<file path="src/rtl/i2c_slave_pkg.sv">
package i2c_slave_pkg;

    typedef enum logic [2:0] {
        ST_IDLE,
        ST_ADDR,
        ST_ACK,
        ST_RX,
        ST_TX,
        ST_TX_ACK,
        ST_IGNORE
    } eng_state_e;

    typedef struct packed {
        eng_state_e st;
        logic [7:0] sh;
        logic [3:0] cnt;
        logic       is_read;
        logic       is_cmd;
        logic       oe;
        logic       cmd_v;
        logic       wr_v;
        logic       rd_r;
        logic [7:0] rx;
    } eng_regs_t;

endpackage

</file>
<file path="src/rtl/i2c_line_sampler.sv">
module i2c_line_sampler #(
    parameter int STAGES = 2
) (
    input  logic clk_i,
    input  logic rst_ni,
    input  logic scl_raw_i,
    input  logic sda_raw_i,
    output logic scl_s_o,
    output logic sda_s_o,
    output logic scl_rise_o,
    output logic scl_fall_o,
    output logic start_o,
    output logic stop_o
);
    localparam int NLINES = 2;

    logic [NLINES-1:0][STAGES-1:0] chain_d, chain_q;
    logic [NLINES-1:0]             prev_d, prev_q;
    logic [NLINES-1:0]             raw;
    logic [NLINES-1:0]             cur;

    assign raw = {sda_raw_i, scl_raw_i};

    // one synchronizer chain per bus line
    for (genvar g = 0; g < NLINES; g++) begin : g_line
        if (STAGES == 1) begin : g_one
            assign chain_d[g] = raw[g];
        end else begin : g_many
            assign chain_d[g] = {chain_q[g][STAGES-2:0], raw[g]};
        end
        assign cur[g]    = chain_q[g][STAGES-1];
        assign prev_d[g] = cur[g];
    end

    always_ff @(posedge clk_i or negedge rst_ni) begin
        if (!rst_ni) begin
            chain_q <= '1;
            prev_q  <= '1;
        end else begin
            chain_q <= chain_d;
            prev_q  <= prev_d;
        end
    end

    assign scl_s_o    = cur[0];
    assign sda_s_o    = cur[1];
    assign scl_rise_o = cur[0] & ~prev_q[0];
    assign scl_fall_o = ~cur[0] & prev_q[0];
    assign start_o    = cur[0] & prev_q[0] & prev_q[1] & ~cur[1];
    assign stop_o     = cur[0] & prev_q[0] & ~prev_q[1] & cur[1];

    p_start_stop_excl_r6: assert property (@(posedge clk_i) disable iff (!rst_ni)
        !(start_o && stop_o));

    p_edge_excl_r6: assert property (@(posedge clk_i) disable iff (!rst_ni)
        !(scl_rise_o && scl_fall_o));

endmodule

</file>
<file path="src/rtl/i2c_addr_match.sv">
module i2c_addr_match #(
    parameter logic [6:0] CMD_ADDR  = 7'b0011011,
    parameter logic [6:0] DATA_ADDR = 7'b0011010
) (
    input  logic [7:0] addr_byte_i,
    output logic       accept_o,
    output logic       to_cmd_o,
    output logic       is_read_o
);
    logic hit_cmd, hit_data;

    always_comb begin
        hit_cmd   = (addr_byte_i[7:1] == CMD_ADDR);
        hit_data  = (addr_byte_i[7:1] == DATA_ADDR);
        is_read_o = addr_byte_i[0];
        to_cmd_o  = hit_cmd;
        // command channel takes writes only
        accept_o  = hit_data | (hit_cmd & ~addr_byte_i[0]);
    end

    initial begin
        a_addr_distinct: assert (CMD_ADDR != DATA_ADDR);
    end

endmodule

</file>
<file path="src/rtl/i2c_byte_engine.sv">
module i2c_byte_engine
    import i2c_slave_pkg::*;
#(
    parameter logic [6:0] CMD_ADDR  = 7'b0011011,
    parameter logic [6:0] DATA_ADDR = 7'b0011010
) (
    input  logic       clk_i,
    input  logic       rst_ni,
    input  logic       scl_s_i,
    input  logic       sda_s_i,
    input  logic       scl_rise_i,
    input  logic       scl_fall_i,
    input  logic       start_i,
    input  logic       stop_i,
    input  logic [7:0] rd_byte_i,
    output logic       sda_drive_o,
    output logic       cmd_stb_o,
    output logic       wr_stb_o,
    output logic [7:0] rx_byte_o,
    output logic       rd_req_o
);
    localparam logic [3:0] BITS_PER_BYTE = 4'd8;
    localparam logic [3:0] LAST_TX_BIT   = BITS_PER_BYTE - 4'd1;

    eng_regs_t d, q;
    logic      accept, to_cmd, is_read;

    i2c_addr_match #(
        .CMD_ADDR (CMD_ADDR),
        .DATA_ADDR(DATA_ADDR)
    ) u_match (
        .addr_byte_i(q.sh),
        .accept_o   (accept),
        .to_cmd_o   (to_cmd),
        .is_read_o  (is_read)
    );

    always_comb begin
        d       = q;
        d.cmd_v = 1'b0;
        d.wr_v  = 1'b0;
        d.rd_r  = 1'b0;
        if (stop_i) begin
            d.st = ST_IDLE;
            d.oe = 1'b0;
        end else if (start_i) begin
            d.st  = ST_ADDR;
            d.cnt = '0;
            d.oe  = 1'b0;
        end else begin
            unique case (q.st)
                ST_IDLE: ;
                ST_ADDR: begin
                    if (scl_rise_i) begin
                        d.sh  = {q.sh[6:0], sda_s_i};
                        d.cnt = q.cnt + 4'd1;
                    end else if (scl_fall_i && q.cnt == BITS_PER_BYTE) begin
                        if (accept) begin
                            d.oe      = 1'b1;
                            d.is_read = is_read;
                            d.is_cmd  = to_cmd;
                            d.rd_r    = is_read;
                            d.st      = ST_ACK;
                        end else begin
                            d.st = ST_IGNORE;
                        end
                    end
                end
                ST_ACK: begin
                    if (scl_fall_i) begin
                        d.cnt = '0;
                        if (q.is_read) begin
                            d.sh = rd_byte_i;
                            d.oe = ~rd_byte_i[7];
                            d.st = ST_TX;
                        end else begin
                            d.oe = 1'b0;
                            d.st = ST_RX;
                        end
                    end
                end
                ST_RX: begin
                    if (scl_rise_i) begin
                        d.sh  = {q.sh[6:0], sda_s_i};
                        d.cnt = q.cnt + 4'd1;
                    end else if (scl_fall_i && q.cnt == BITS_PER_BYTE) begin
                        d.oe    = 1'b1;
                        d.rx    = q.sh;
                        d.cmd_v = q.is_cmd;
                        d.wr_v  = ~q.is_cmd;
                        d.st    = ST_ACK;
                    end
                end
                ST_TX: begin
                    if (scl_fall_i) begin
                        if (q.cnt == LAST_TX_BIT) begin
                            d.oe = 1'b0;
                            d.st = ST_TX_ACK;
                        end else begin
                            d.sh  = {q.sh[6:0], 1'b0};
                            d.oe  = ~q.sh[6];
                            d.cnt = q.cnt + 4'd1;
                        end
                    end
                end
                ST_TX_ACK: begin
                    if (scl_rise_i) begin
                        if (!sda_s_i) begin
                            d.rd_r = 1'b1;
                            d.st   = ST_ACK;
                        end else begin
                            d.st = ST_IGNORE;
                        end
                    end
                end
                ST_IGNORE: ;
                default: d.st = ST_IDLE;
            endcase
        end
    end

    always_ff @(posedge clk_i or negedge rst_ni) begin
        if (!rst_ni) begin
            q         <= '0;
            q.st      <= ST_IDLE;
        end else begin
            q <= d;
        end
    end

    assign sda_drive_o = q.oe;
    assign cmd_stb_o   = q.cmd_v;
    assign wr_stb_o    = q.wr_v;
    assign rx_byte_o   = q.rx;
    assign rd_req_o    = q.rd_r;

    p_strobe_excl_r3: assert property (@(posedge clk_i) disable iff (!rst_ni)
        !(cmd_stb_o && wr_stb_o));

    p_cmd_pulse_r1: assert property (@(posedge clk_i) disable iff (!rst_ni)
        cmd_stb_o |=> !cmd_stb_o);

    p_wr_pulse_r3: assert property (@(posedge clk_i) disable iff (!rst_ni)
        wr_stb_o |=> !wr_stb_o);

    p_rdreq_pulse_r4: assert property (@(posedge clk_i) disable iff (!rst_ni)
        rd_req_o |=> !rd_req_o);

    // drive only changes while SCL is low, apart from a forced release on framing
    p_sda_low_scl_r4: assert property (@(posedge clk_i) disable iff (!rst_ni)
        (sda_drive_o != $past(sda_drive_o)) && !$past(start_i || stop_i) |-> !scl_s_i);

    p_ignore_quiet_r7: assert property (@(posedge clk_i) disable iff (!rst_ni)
        (q.st == ST_IGNORE) |-> (!sda_drive_o && !rd_req_o && !cmd_stb_o && !wr_stb_o));

    p_idle_quiet_r6: assert property (@(posedge clk_i) disable iff (!rst_ni)
        (q.st == ST_IDLE) |-> !sda_drive_o);

    p_ack_release_r8: assert property (@(posedge clk_i) disable iff (!rst_ni)
        (q.st == ST_ACK) && !q.is_read && scl_fall_i && !start_i && !stop_i |=> !sda_drive_o);

endmodule

</file>
<file path="src/rtl/i2c_cmd_data_slave.sv">
module i2c_cmd_data_slave #(
    parameter int         SYNC_STAGES = 2,
    parameter logic [6:0] CMD_ADDR    = 7'b0011011,
    parameter logic [6:0] DATA_ADDR   = 7'b0011010
) (
    input  logic       clk_i,
    input  logic       rst_ni,
    input  logic       scl_i,
    input  logic       sda_i,
    output logic       sda_drive_o,
    output logic       cmd_stb_o,
    output logic       wr_stb_o,
    output logic [7:0] rx_byte_o,
    output logic       rd_req_o,
    input  logic [7:0] rd_byte_i
);
    logic scl_s, sda_s, scl_rise, scl_fall, start_det, stop_det;

    i2c_line_sampler #(.STAGES(SYNC_STAGES)) u_sampler (
        .clk_i     (clk_i),
        .rst_ni    (rst_ni),
        .scl_raw_i (scl_i),
        .sda_raw_i (sda_i),
        .scl_s_o   (scl_s),
        .sda_s_o   (sda_s),
        .scl_rise_o(scl_rise),
        .scl_fall_o(scl_fall),
        .start_o   (start_det),
        .stop_o    (stop_det)
    );

    i2c_byte_engine #(
        .CMD_ADDR (CMD_ADDR),
        .DATA_ADDR(DATA_ADDR)
    ) u_engine (
        .clk_i      (clk_i),
        .rst_ni     (rst_ni),
        .scl_s_i    (scl_s),
        .sda_s_i    (sda_s),
        .scl_rise_i (scl_rise),
        .scl_fall_i (scl_fall),
        .start_i    (start_det),
        .stop_i     (stop_det),
        .rd_byte_i  (rd_byte_i),
        .sda_drive_o(sda_drive_o),
        .cmd_stb_o  (cmd_stb_o),
        .wr_stb_o   (wr_stb_o),
        .rx_byte_o  (rx_byte_o),
        .rd_req_o   (rd_req_o)
    );

endmodule

</file>
<file path="config.mk">
export PLATFORM = sky130hd
export DESIGN_NAME = i2c_cmd_data_slave
export DESIGN_NICKNAME = d
export VERILOG_FILES = /design/src/rtl/i2c_slave_pkg.sv /design/src/rtl/i2c_line_sampler.sv /design/src/rtl/i2c_addr_match.sv /design/src/rtl/i2c_byte_engine.sv /design/src/rtl/i2c_cmd_data_slave.sv
export SDC_FILE = /design/constraint.sdc
export NUM_CORES = 1
export LEC_CHECK = 0
export BUFFER_PORTS_ARGS = -buffer_cell sky130_fd_sc_hd__buf_2
export CAP_MARGIN = 15
export CORE_MARGIN = 1.5
export CORE_UTILIZATION = 50
export CTS_BUF_LIST = sky130_fd_sc_hd__clkbuf_8 sky130_fd_sc_hd__clkbuf_16
export CTS_CLUSTER_SIZE = 24
export DETAILED_ROUTE_END_ITERATION = 10
export GPL_ROUTABILITY_DRIVEN = 0
export PLACE_DENSITY_LB_ADDON = 0.08
export SYNTH_ARGS = -nofsm -noshare
export SYNTH_HDL_FRONTEND = slang
export SYNTH_HIERARCHICAL = 1
export SYNTH_SLANG_ARGS = --single-unit
</file>
<file path="constraint.sdc">
create_clock -name clk_i -period 3.14 [get_ports clk_i]
set_clock_uncertainty 0.15 [all_clocks]
set_input_delay 0.628 -clock clk_i [delete_from_list [all_inputs] [get_ports clk_i]]
set_output_delay 0.628 -clock clk_i [all_outputs]
set_load 0.01 [all_outputs]
</file>
Word level (Yosys, flattened, before mapping)
Index checks and enable logic that the tools add are counted.
Widths: inputs -> output; s select.
{"block": "totals", "inputBits": 12, "wordCells": 119, "ff_bits": 35, "romBits": 0, "out_inout_bits": 12, "latchBits": 0, "n_memories": 0, "ramBits": 0}
{"block": "op_classes", "div_mod_pow": 0, "n_lt_le_gt_ge": 0, "n_addsub": 1, "n_reduce_logical": 13, "mul": 0, "n_eq_ne": 29, "bitwise": 20, "n_mux": 43, "shift": 0}
{"cell": "$mux 3", "count": 13}
{"cell": "$pmux 12 s3", "count": 1}
{"cell": "$mux 8", "count": 4}
{"cell": "$mux 15", "count": 2}
{"cell": "$mux 12", "count": 2}
{"cell": "$ne 4x3->1 const B", "count": 6}
{"cell": "$mux 11", "count": 2}
{"cell": "$pmux 3 s6", "count": 1}
{"cell": "$reduce_and 8->1", "count": 2}
{"cell": "$eq 7x5->1 const B", "count": 2}
{"cell": "$mux 1", "count": 14}
{"cell": "$ne 4x4->1 const B", "count": 3}
{"cell": "$reduce_and 6->1", "count": 2}
{"cell": "$not 1->1", "count": 11}
{"cell": "$eq 3x3->1 const B", "count": 3}
{"cell": "$reduce_and 9->1", "count": 1}
{"cell": "$and 1x1->1", "count": 8}
{"cell": "$ne 2x1->1 const B", "count": 4}
{"cell": "$eq 3x2->1 const B", "count": 2}
{"cell": "$ne 3x1->1 const B", "count": 2}
{"cell": "$ne 3x2->1 const B", "count": 2}
{"cell": "$reduce_bool 6->1", "count": 1}
{"cell": "$reduce_and 5->1", "count": 1}
{"cell": "$add 4x1->4 const B", "count": 1}
{"cell": "15 further kinds", "count": 16}

Depth between registers and ports, before layout
Gate-level depths: netlist of the first run.
{"block": "depth", "depth_word": 9, "mapped_depth": 6, "depth_no_buf": 6}

Hierarchy
Netlist of the first run, hierarchy kept.
{"module": "i2c_byte_engine", "seq_area_each_um2": 725.7, "area_each_um2": 1737.9, "instances": 1, "cells_per_inst": 168}
{"module": "i2c_line_sampler", "seq_area_each_um2": 157.7, "area_each_um2": 190.2, "instances": 1, "cells_per_inst": 10}
{"module": "i2c_addr_match", "seq_area_each_um2": 0.0, "area_each_um2": 43.8, "instances": 1, "cells_per_inst": 5}

Least setup slack after synthesis of the first run
No wires, ideal clock.
{"block": "synth_path", "path_kind": "flip-flop to flip-flop", "startpoint": "register u_sampler.chain_q (netlist bit u_sampler/sda_s_o)", "endpoint": "register u_engine/q[18] (netlist name)", "required_ps": 2865, "period_less_slack_ps": 2265, "arrival_ps": 1990, "stages_incl_launch_ff": 6, "setup_ps": 125, "path_buffers": 1, "path_slack_ps": 875, "path_cell_list": "dfstp_2 and4b_1 or2_1 clkbuf_1 nor4_4 mux2_2"}
{"block": "synth_between", "elab_chain_len": 4, "elab_cells_between_ends": 8, "cone_classes": "mux: 2; bitwise: 5; reduce/logical: 1"}
{"item": "start, declared", "line_no": "i2c_line_sampler.sv:17", "rtl": "logic [NLINES-1:0][STAGES-1:0] chain_d, chain_q;"}
{"item": "start signal, assigned", "line_no": "i2c_line_sampler.sv:40", "rtl": "chain_q <= chain_d;"}
{"item": "$not 1->1", "line_no": "i2c_line_sampler.sv:49", "rtl": "assign start_o = cur[0] & prev_q[0] & prev_q[1] & ~cur[1];"}
{"item": "$and 1x1->1", "line_no": "i2c_line_sampler.sv:49"}
{"item": "net start_det", "line_no": "i2c_cmd_data_slave.sv:17", "rtl": "logic scl_s, sda_s, scl_rise, scl_fall, start_det, stop_det;"}
{"item": "$not 1->1 (no source line)"}
{"item": "$reduce_and 8->1 (no source line)"}
{"item": "end, declared", "line_no": "i2c_byte_engine.sv:25", "rtl": "eng_regs_t d, q;"}
The timed path passes the listed nets, and every way through them passes these cells. The select of a mux whose other input is x is not followed.
A chain may end at the register's enable or synchronous reset.

Worst setup path in the final report of the first run
{"block": "layout_path", "startpoint": "register u_sampler.prev_q[0]", "endpoint": "register u_engine/q[20] (netlist name)"}
{"block": "layout_between", "elab_cells_between_ends": 14, "cone_classes": "eq/ne: 3; bitwise: 10; reduce/logical: 1"}
{"item": "start, declared", "line_no": "i2c_line_sampler.sv:18", "rtl": "logic [NLINES-1:0] prev_d, prev_q;"}
{"item": "start signal, assigned", "line_no": "i2c_line_sampler.sv:41", "rtl": "prev_q <= prev_d;"}
{"item": "$and 1x1->1 (*)", "line_no": "i2c_line_sampler.sv:48", "rtl": "assign scl_fall_o = ~cur[0] & prev_q[0];"}
{"item": "net scl_fall", "line_no": "i2c_cmd_data_slave.sv:17"}
{"item": "$ne 2x1->1 (no source line)"}
{"item": "$reduce_and 8->1 (no source line) (*)"}
The timed path passes the listed nets; every way through them passes the cells marked *.

==> impl_summary.txt, run 1 <==
----------------------------------------------------
[Status]
  Outcome ... completed

[Timing]
  Worst slew pin tran ... between 0.7 and 0.8 ns
  Upper clock frequency limit ... roughly 370 MHz
  Fin crit share ... between 80 and 90%
  Minimum clock period ... 2.67 ns
  Number of failing hold endpoints at the final stage ... 0
  Setup TNS ... 0 ns
  Max-slew violations ... 0
  Max-slew headroom at the worst pin ... between 40 and 50%
  Final hold slack ... approximately 0.21 ns
  Final setup violating endpoints ... 0
  Unrepaired setup endpoints after global routing ... no

[Layout]
  Area added between synthesis and finish ... 9.71%
  N_diodes ... 0
  Non-filler cells, final ... ~250
  Fraction of layout instances using a drive strength above 1 ... 35.0%
  Layout net count ... 210

[Power]
  Power per cell area ... between 600 and 700 nW/um2
  Lkg Pwr ... 0.969 nW
  Maximum vdd ir drop ... between 0.5 and 0.6 mV

[Setup path]
  Most repeated library cell on the critical path ... nor2b_1
  Register-to-register setup slack ... between 0.4 and 0.5 ns
  Worst-case reg-to-reg path depth ... 5
  Start point of the critical path ... u_sampler/prev_q[0]
  Crit path depth ... 5
  Worst-path cell chain ... nor2b_1, nor2b_1, a21oi_1, nor4_4, mux2_2
  Worst Path Max Fanout ... 9
  Slowest CP cell ... nor4_4
  R2R Path End ... u_engine/q[20]
  Buffers plus inverters on the worst setup path ... 0
  Critical Path AT ... roughly 2.7 ns
  Crit path capture ... u_engine/q[20]
  Largest stage delay on the critical path ... approximately 0.56 ns
  Classification of the worst setup path ... reg2reg
  Category of the worst setup path capture point ... register
  Worst Path Required ... 3.16 ns
  Gate family responsible for the most delay along the worst path ... simple AND/OR/NAND/NOR gates
  Critical Path Start Type ... register
  Start of the worst register-to-register path ... u_sampler/prev_q[0]

[Clock network]
  Gates resized, CTS repair ... 0
  Clock sink total ... 35
  Hold Buf Count CTS ... 0
  Num CTS Buffers ... 5
  CTS tree ... built
  Buffer depth of the longest clock path ... 2
  Setup repair bufs after CTS ... 0
  Maximum level of the CTS H-tree ... 2
  CTS Root Cell ... clkbuf_8
  Clock-pin slew reported for the worst setup and hold paths after clock tree synthesis ... ~0.07 ns
  Insertion delay of the later-clocked pin in the worst-skew pair ... around 0.3 ns

[Placed design]
  Placed wire-length estimate ... 2.83 mm
  Number of placed cells counting well taps ... roughly 240
  Count of input and output buffers ... 23

[Logic synthesis]
  Synth area leader ... dfrtp_1
  Number of distinct library cells after synthesis ... 44
  Mean Syn Cell Area ... between 10 and 15 um2
  Total of warnings raised by yosys ... 6
  Syn_nets ... a little under 200
  Synth top area share ... between 30% and 40%
  Area of the mapped netlist ... roughly 2000 um2
  Predominant post-synthesis flop cell ... dfrtp_1
  Cells taking the most area after synthesis ... dfrtp_1, mux2_2, dfstp_2
  Ys async rst share ... 100%
  Count of state elements after synthesis ... 35
  Leading post-synthesis cells by instance count ... dfrtp_1, mux2_2, buf_4, nand2_1, o21ai_0
  Post-synthesis sequential area ratio ... between 40% and 50%
  Number of synthesized flops with an enable pin ... 0
  Number of cells produced by synthesis ... 183
  Most used standard cell by instance count after synthesis ... dfrtp_1

[Floorplan]
  Vertical die dimension ... ~66 um
  Total die area ... 4330 um2
  Die W ... roughly 66 um
  Placeable core region ... 3720 um2
  # IOs ... 24
  Effective utilization at floorplan ... between 50 and 60%
  Floorplan row count ... 22

[Global routing]
  GRT Util Overall ... between 20% and 30%
  Global-route wire length before repair ... around 6.6 mm
  Grt ovf ... 0
  Number of global-route vias before repair ... ~1300
  Antenna violations before repair ... 0
  Maximum number of pins on one net before global-route repair ... 36

[Drt]
  Vias per Instance ... approximately 5.8
  Wire per inst ... ~16 um
  Routed wire length ... around 3.9 mm
  Count of nets left with antenna violations after detail routing ... 0
  DRT Pass-1 Iters ... 4
  Remaining design rule violation count ... 0
  Vias post-DR ... roughly 1400
  Detailed Route Iter0 Violations ... approximately 180

[Hold path]
  Worst min-delay path category ... reg2reg

[Job]
  Max-cap violations ... 0

----------------------------------------------------
through the flow:
step,util (%),area [um2],worst slack [ns],power (mW)
finish,58.2,2160,0.473,1.38
global route,58.2,2160,0.278,1.46
CTS,58.2,2160,0.504,1.39
detailed placement,54.9,2040,0.530,0.958
global placement,54.9,2040,0.616,0.941
floorplan,-,1970,0.875,0.872
layout make-up:
type	instances	area (um2)
Timing Repair Buffer	23	115
Inverter	7	26.3
Multi-Input combinational cell	124	957
Clock inverter	2	38.8
Tap cell	48	60.1
Sequential cell	35	883
Fill cell	336	1550
Clock buffer	6	82.6
kinds of logic (layout without fill, tap and decap cells):
group | count (synthesis) | after routing | synth area share, %
DFF | 35 | 35 | 44.8
and+or+nand+nor | 60 | 60 | 20.2
adders and majority gates | 2 | 2 | 1.27
AOI/OAI and AO/OA | 35 | 35 | 11.9
buffers and inverters | 24 | 38 | 6.66
muxes | 26 | 26 | 14.8
xor gates and xnor gates | 1 | 1 | 0.444
state kept, by name, indices dropped and copies added (netlist names):
name and count:
u_sampler/sda_s_o 1, u_engine/q 17, u_engine/sda_drive_o 1, u_engine/rx_byte_o 8, u_sampler/scl_s_o 1, u_engine/wr_stb_o 1
u_sampler/chain_d 2, u_sampler/prev_q 2, u_engine/cmd_stb_o 1, u_engine/rd_req_o 1
per-layer routing:
layer  track usage (%)  vias to the layer above  routed length [um]
li1                  -                      692                   -
met1              29.9                      689                1860
met2              30.1                       45                1810
met3              5.11                        7                 208
met4              7.81                        0                  61
met5                 0                        -                   0
worst min path at each step:
stage / from / endpoint / slack [ns] / depth (start not counted)
after CTS: u_sampler/chain_d[1] / u_sampler/scl_s_o / 0.21 / 0
after floorplan: rst_ni / u_engine/cmd_stb_o / 0.18 / 0
final: u_sampler/chain_d[1] / u_sampler/scl_s_o / 0.21 / 0
after global routing: u_sampler/chain_d[1] / u_sampler/scl_s_o / 0.22 / 0
after global placement: u_sampler/chain_d[1] / u_sampler/scl_s_o / 0.20 / 0
after detailed placement: u_sampler/chain_d[1] / u_sampler/scl_s_o / 0.20 / 0
where the power goes:
group          leakage, nW  internal (mW)  switching, mW
clock network       0.0618          0.261          0.167
logic                0.462          0.163          0.138
registers            0.445          0.535          0.116
cell usage in the layout (no fill, tap or decap), drive strengths merged, types with 2 or more instances in the layout:
| cell | synthesis | routed |
|---|---|---|
| or3b | 2 | 2 |
| buf | 13 | 23 |
| nand2b | 4 | 4 |
| o311ai | 2 | 2 |
| a32oi | 4 | 4 |
| nor3b | 3 | 3 |
| nand2 | 10 | 10 |
| and3b | 2 | 2 |
| clkbuf | 4 | 6 |
| a21oi | 9 | 9 |
| nor2 | 8 | 8 |
| nand4 | 2 | 2 |
| mux2 | 25 | 25 |
| and4bb | 3 | 3 |
| nor3 | 2 | 2 |
| and4b | 4 | 4 |
| nand3 | 5 | 5 |
| nor2b | 8 | 8 |
| inv | 7 | 8 |
| dfstp | 6 | 6 |
| dfrtp | 29 | 29 |
| ha | 2 | 2 |
| o21ai | 10 | 10 |
No activity file was read; power rests on OpenSTA's default activity.
==> inputs of run 2 (changes only) <==
clock period = 2.3 ns   (was 3.14 ns; I/O delays follow)
==> run 2 against run 1 <==
  * Sequential cell count stayed put
  * Power rose by 37%
  * Clock power increased by 30%
  * Worst hold slack got worse by 0.14 ns
  * Sequential share of layout area decreased by 1.6 points
  * Critical path depth unchanged
  * Wire length increased by 4.8%
  * Via count rose by 2.9%
  * Final area grew 4.1%
  * First-iteration DRC count down 2.9%
  * Sequential power is 36% higher
  * Non-clock buffer count is 12 higher
  * Critical endpoint is now u_engine/q[22]
==> impl_summary.txt, run 2 (synthesis results as in run 1) <==
----------------------------------------------------
[Status]
  Outcome ... completed

[Setup path]
  Start point of the critical path ... u_sampler/sda_s_o
  Critical Path Start Type ... register
  Crit path capture ... u_engine/q[22]
  Slowest CP cell ... dfstp_2
  R2R Path End ... u_engine/q[22]
  Start of the worst register-to-register path ... u_sampler/sda_s_o
  Worst-case reg-to-reg path depth ... 5 (unchanged)
  Classification of the worst setup path ... reg2reg
  Largest stage delay on the critical path ... 0.56 ns (about the same)
  Worst Path Required ... 2.32 ns (-0.84 ns)
  Register-to-register setup slack ... 0.08 ns (-0.40 ns)
  Worst-path cell chain ... and4b_1, or2_1, nor4_4, buf_4, mux2_2
  Category of the worst setup path capture point ... register
  Critical Path AT ... 2.25 ns (-0.44 ns)
  Worst Path Max Fanout ... 8 (-1)

[Power]
  PnR Total Power ... 1.88 mW (+37%)
  Share of power burned in the clock network ... 29.5% (-1.5 points)
  Total internal power ... 1.30 mW (+35%)
  Power per cell area ... 836 nW/um2 (+31%)
  Maximum vdd ir drop ... 0.568 mV (+13%)
  Lkg Pwr ... 1.03 nW (+6.1%)
  Net switching power of the design ... 0.585 mW (+39%)
  Proportion of total power due to net switching ... 31.1% (+0.52 points)
  Part of the total power dissipated in combinational logic ... 23.6% (+1.8 points)
  Seq pwr share ... 46.9% (-0.3 points)

[Global routing]
  Global-route wire length before repair ... 6.87 mm (+4.6%)
  Antenna violations before repair ... 0 (unchanged)
  GRT Util Overall ... 21.6% (+0.92 points)
  Number of global-route vias before repair ... 1421 (+7.6%)
  Maximum number of pins on one net before global-route repair ... 36 (unchanged)
  Grt ovf ... 0 (unchanged)

[Timing]
  Final setup violating endpoints ... 0 (unchanged)
  Number of failing hold endpoints at the final stage ... 0 (unchanged)
  Upper clock frequency limit ... 450 MHz (+20%)
  Fin crit share ... 96.7% (+12 points)
  Max-slew violations ... 0 (unchanged)
  Minimum clock period ... 2.22 ns (-0.444 ns)
  Unrepaired setup endpoints after global routing ... no
  Setup TNS ... 0 ns (unchanged)
  Worst slew pin tran ... 0.748 ns (-0.0160 ns)
  Max-slew headroom at the worst pin ... 50.2% (+1.1 points)

[Drt]
  Count of nets left with antenna violations after detail routing ... 0 (unchanged)
  Vias post-DR ... 1474 (+2.9%)
  Routed wire length ... 4.13 mm (+4.8%)
  Detailed Route Iter0 Violations ... 170 (-2.9%)
  Remaining design rule violation count ... 0 (unchanged)
  Wire per inst ... 16.1 um (about the same)
  Vias per Instance ... 5.74 (-1.9%)
  DRT Pass-1 Iters ... 5 (+1)

[Layout]
  Total non-filler cell area in the finished layout ... 2250 um2 (+4.1%)
  Area added between synthesis and finish ... 14.2%
  Max reg flops ... 17 (unchanged)
  Layout net count ... 222 (+5.7%)
  Register bank with the most flops ... u_engine/q
  Fraction of layout instances using a drive strength above 1 ... 40.2% (+5.2 points)
  Non-filler cells, final ... 257 (+4.9%)
  Commonest cells after routing, fill and taps aside ... dfrtp_1, mux2_2, buf_2, buf_4
  Leading cell type in the layout, fill and taps excluded ... dfrtp_1
  N_diodes ... 0 (unchanged)
  Filler Cell Count ... 320 (-4.8%)

[Clock network]
  Buffer depth of the longest clock path ... 2 (unchanged)
  Insertion delay of the later-clocked pin in the worst-skew pair ... 0.30 ns (about the same)
  CTS Root Cell ... clkbuf_8
  Clock sink total ... 35 (unchanged)
  Maximum level of the CTS H-tree ... 2 (unchanged)
  Num CTS Buffers ... 5 (unchanged)
  Clock-pin slew reported for the worst setup and hold paths after clock tree synthesis ... 0.08 ns (about the same)
  CTS tree ... built

[Floorplan]
  Placeable core region ... 3720 um2 (unchanged)
  Vertical die dimension ... 65.8 um (unchanged)
  Effective utilization at floorplan ... 53.1% (unchanged)
  Floorplan row count ... 22 (unchanged)
  Die W ... 65.8 um (unchanged)
  # IOs ... 24 (unchanged)
  Total die area ... 4330 um2 (unchanged)

[Placed design]
  Count of input and output buffers ... 23 (unchanged)
  Placed wire-length estimate ... 3.01 mm (+6.4%)
  Number of placed cells counting well taps ... 249 (+5.1%)
  Dpl cell area ... 2130 um2 (+4.4%)

[Hold path]
  Worst min-delay path category ... in2async

[Job]
  Max-cap violations ... 0 (unchanged)

----------------------------------------------------
run 2: worst max-delay path: cells and delay by family (launching register included):
kind / cells / cell delay, ns
flip-flops: 1 / 0.56
AND/OR/NAND/NOR: 3 / 0.85
multiplexers: 1 / 0.34
buffers and inverters: 1 / 0.21
run 2: area by class of cell:
class                      instances  area, um2  share of cell area, %
clock buffer                       5       68.8                   3.06
tap                               48       60.1                   2.67
timing repair buffer              35        205                   9.11
clock inverter                     3       43.8                   1.94
inverter                           7       26.3                   1.17
sequential                        35        883                   39.2
multi-input combinational        124        965                   42.8
run 2: per-layer routing:
| layer | track usage (%) | routed length, um | up-vias |
|---|---|---|---|
| met4 | 8.07 | 80 | 0 |
| met2 | 33.7 | 1950 | 52 |
| met5 | 0 | 0 | - |
| met1 | 28.7 | 1870 | 694 |
| met3 | 6.13 | 222 | 10 |
| li1 | - | - | 718 |
run 2: through the flow:
stage	utilization [%]	setup slack [ns]	hold slack (ns)
after floorplan	-	0.0351	0.0144
after global placement	57.4	0.108	0.198
after detailed placement	57.4	0.0584	0.197
after CTS	60.4	0.0509	0.107
after global routing	60.6	0.00711	0.100
final	60.6	0.0770	0.0667
run 2: power by group through the flow:
stage | clock [mW] | sequential (mW) | combinational [mW]
2_1_floorplan | 0 | 0.812 | 0.378
3_3_place_gp | 0 | 0.883 | 0.426
3_5_place_dp | 0 | 0.894 | 0.442
4_1_cts | 0.572 | 0.882 | 0.444
5_1_grt | 0.600 | 0.914 | 0.496
6_report | 0.556 | 0.884 | 0.444
run 2: repair_timing:
| action | in CTS | in global routing |
|---|---|---|
| resized for setup | 0 | 3 |
| endpoints found under the setup margin | 0 | 8 |
| hold buffers | 0 | 0 |
| setup buffers | 0 | 0 |
run 2: worst min-delay path by stage:
stage,startpoint,to,slack (ns),depth (start not counted)
after floorplan,rst_ni,u_engine/cmd_stb_o,0.01,0
after global placement,u_sampler/chain_d[1],u_sampler/scl_s_o,0.20,0
after detailed placement,u_sampler/chain_d[1],u_sampler/scl_s_o,0.20,0
after CTS,rst_ni,u_engine/q[28],0.11,1
after global routing,scl_i,u_sampler/chain_d[1],0.10,1
final,rst_ni,u_engine/q[28],0.07,1
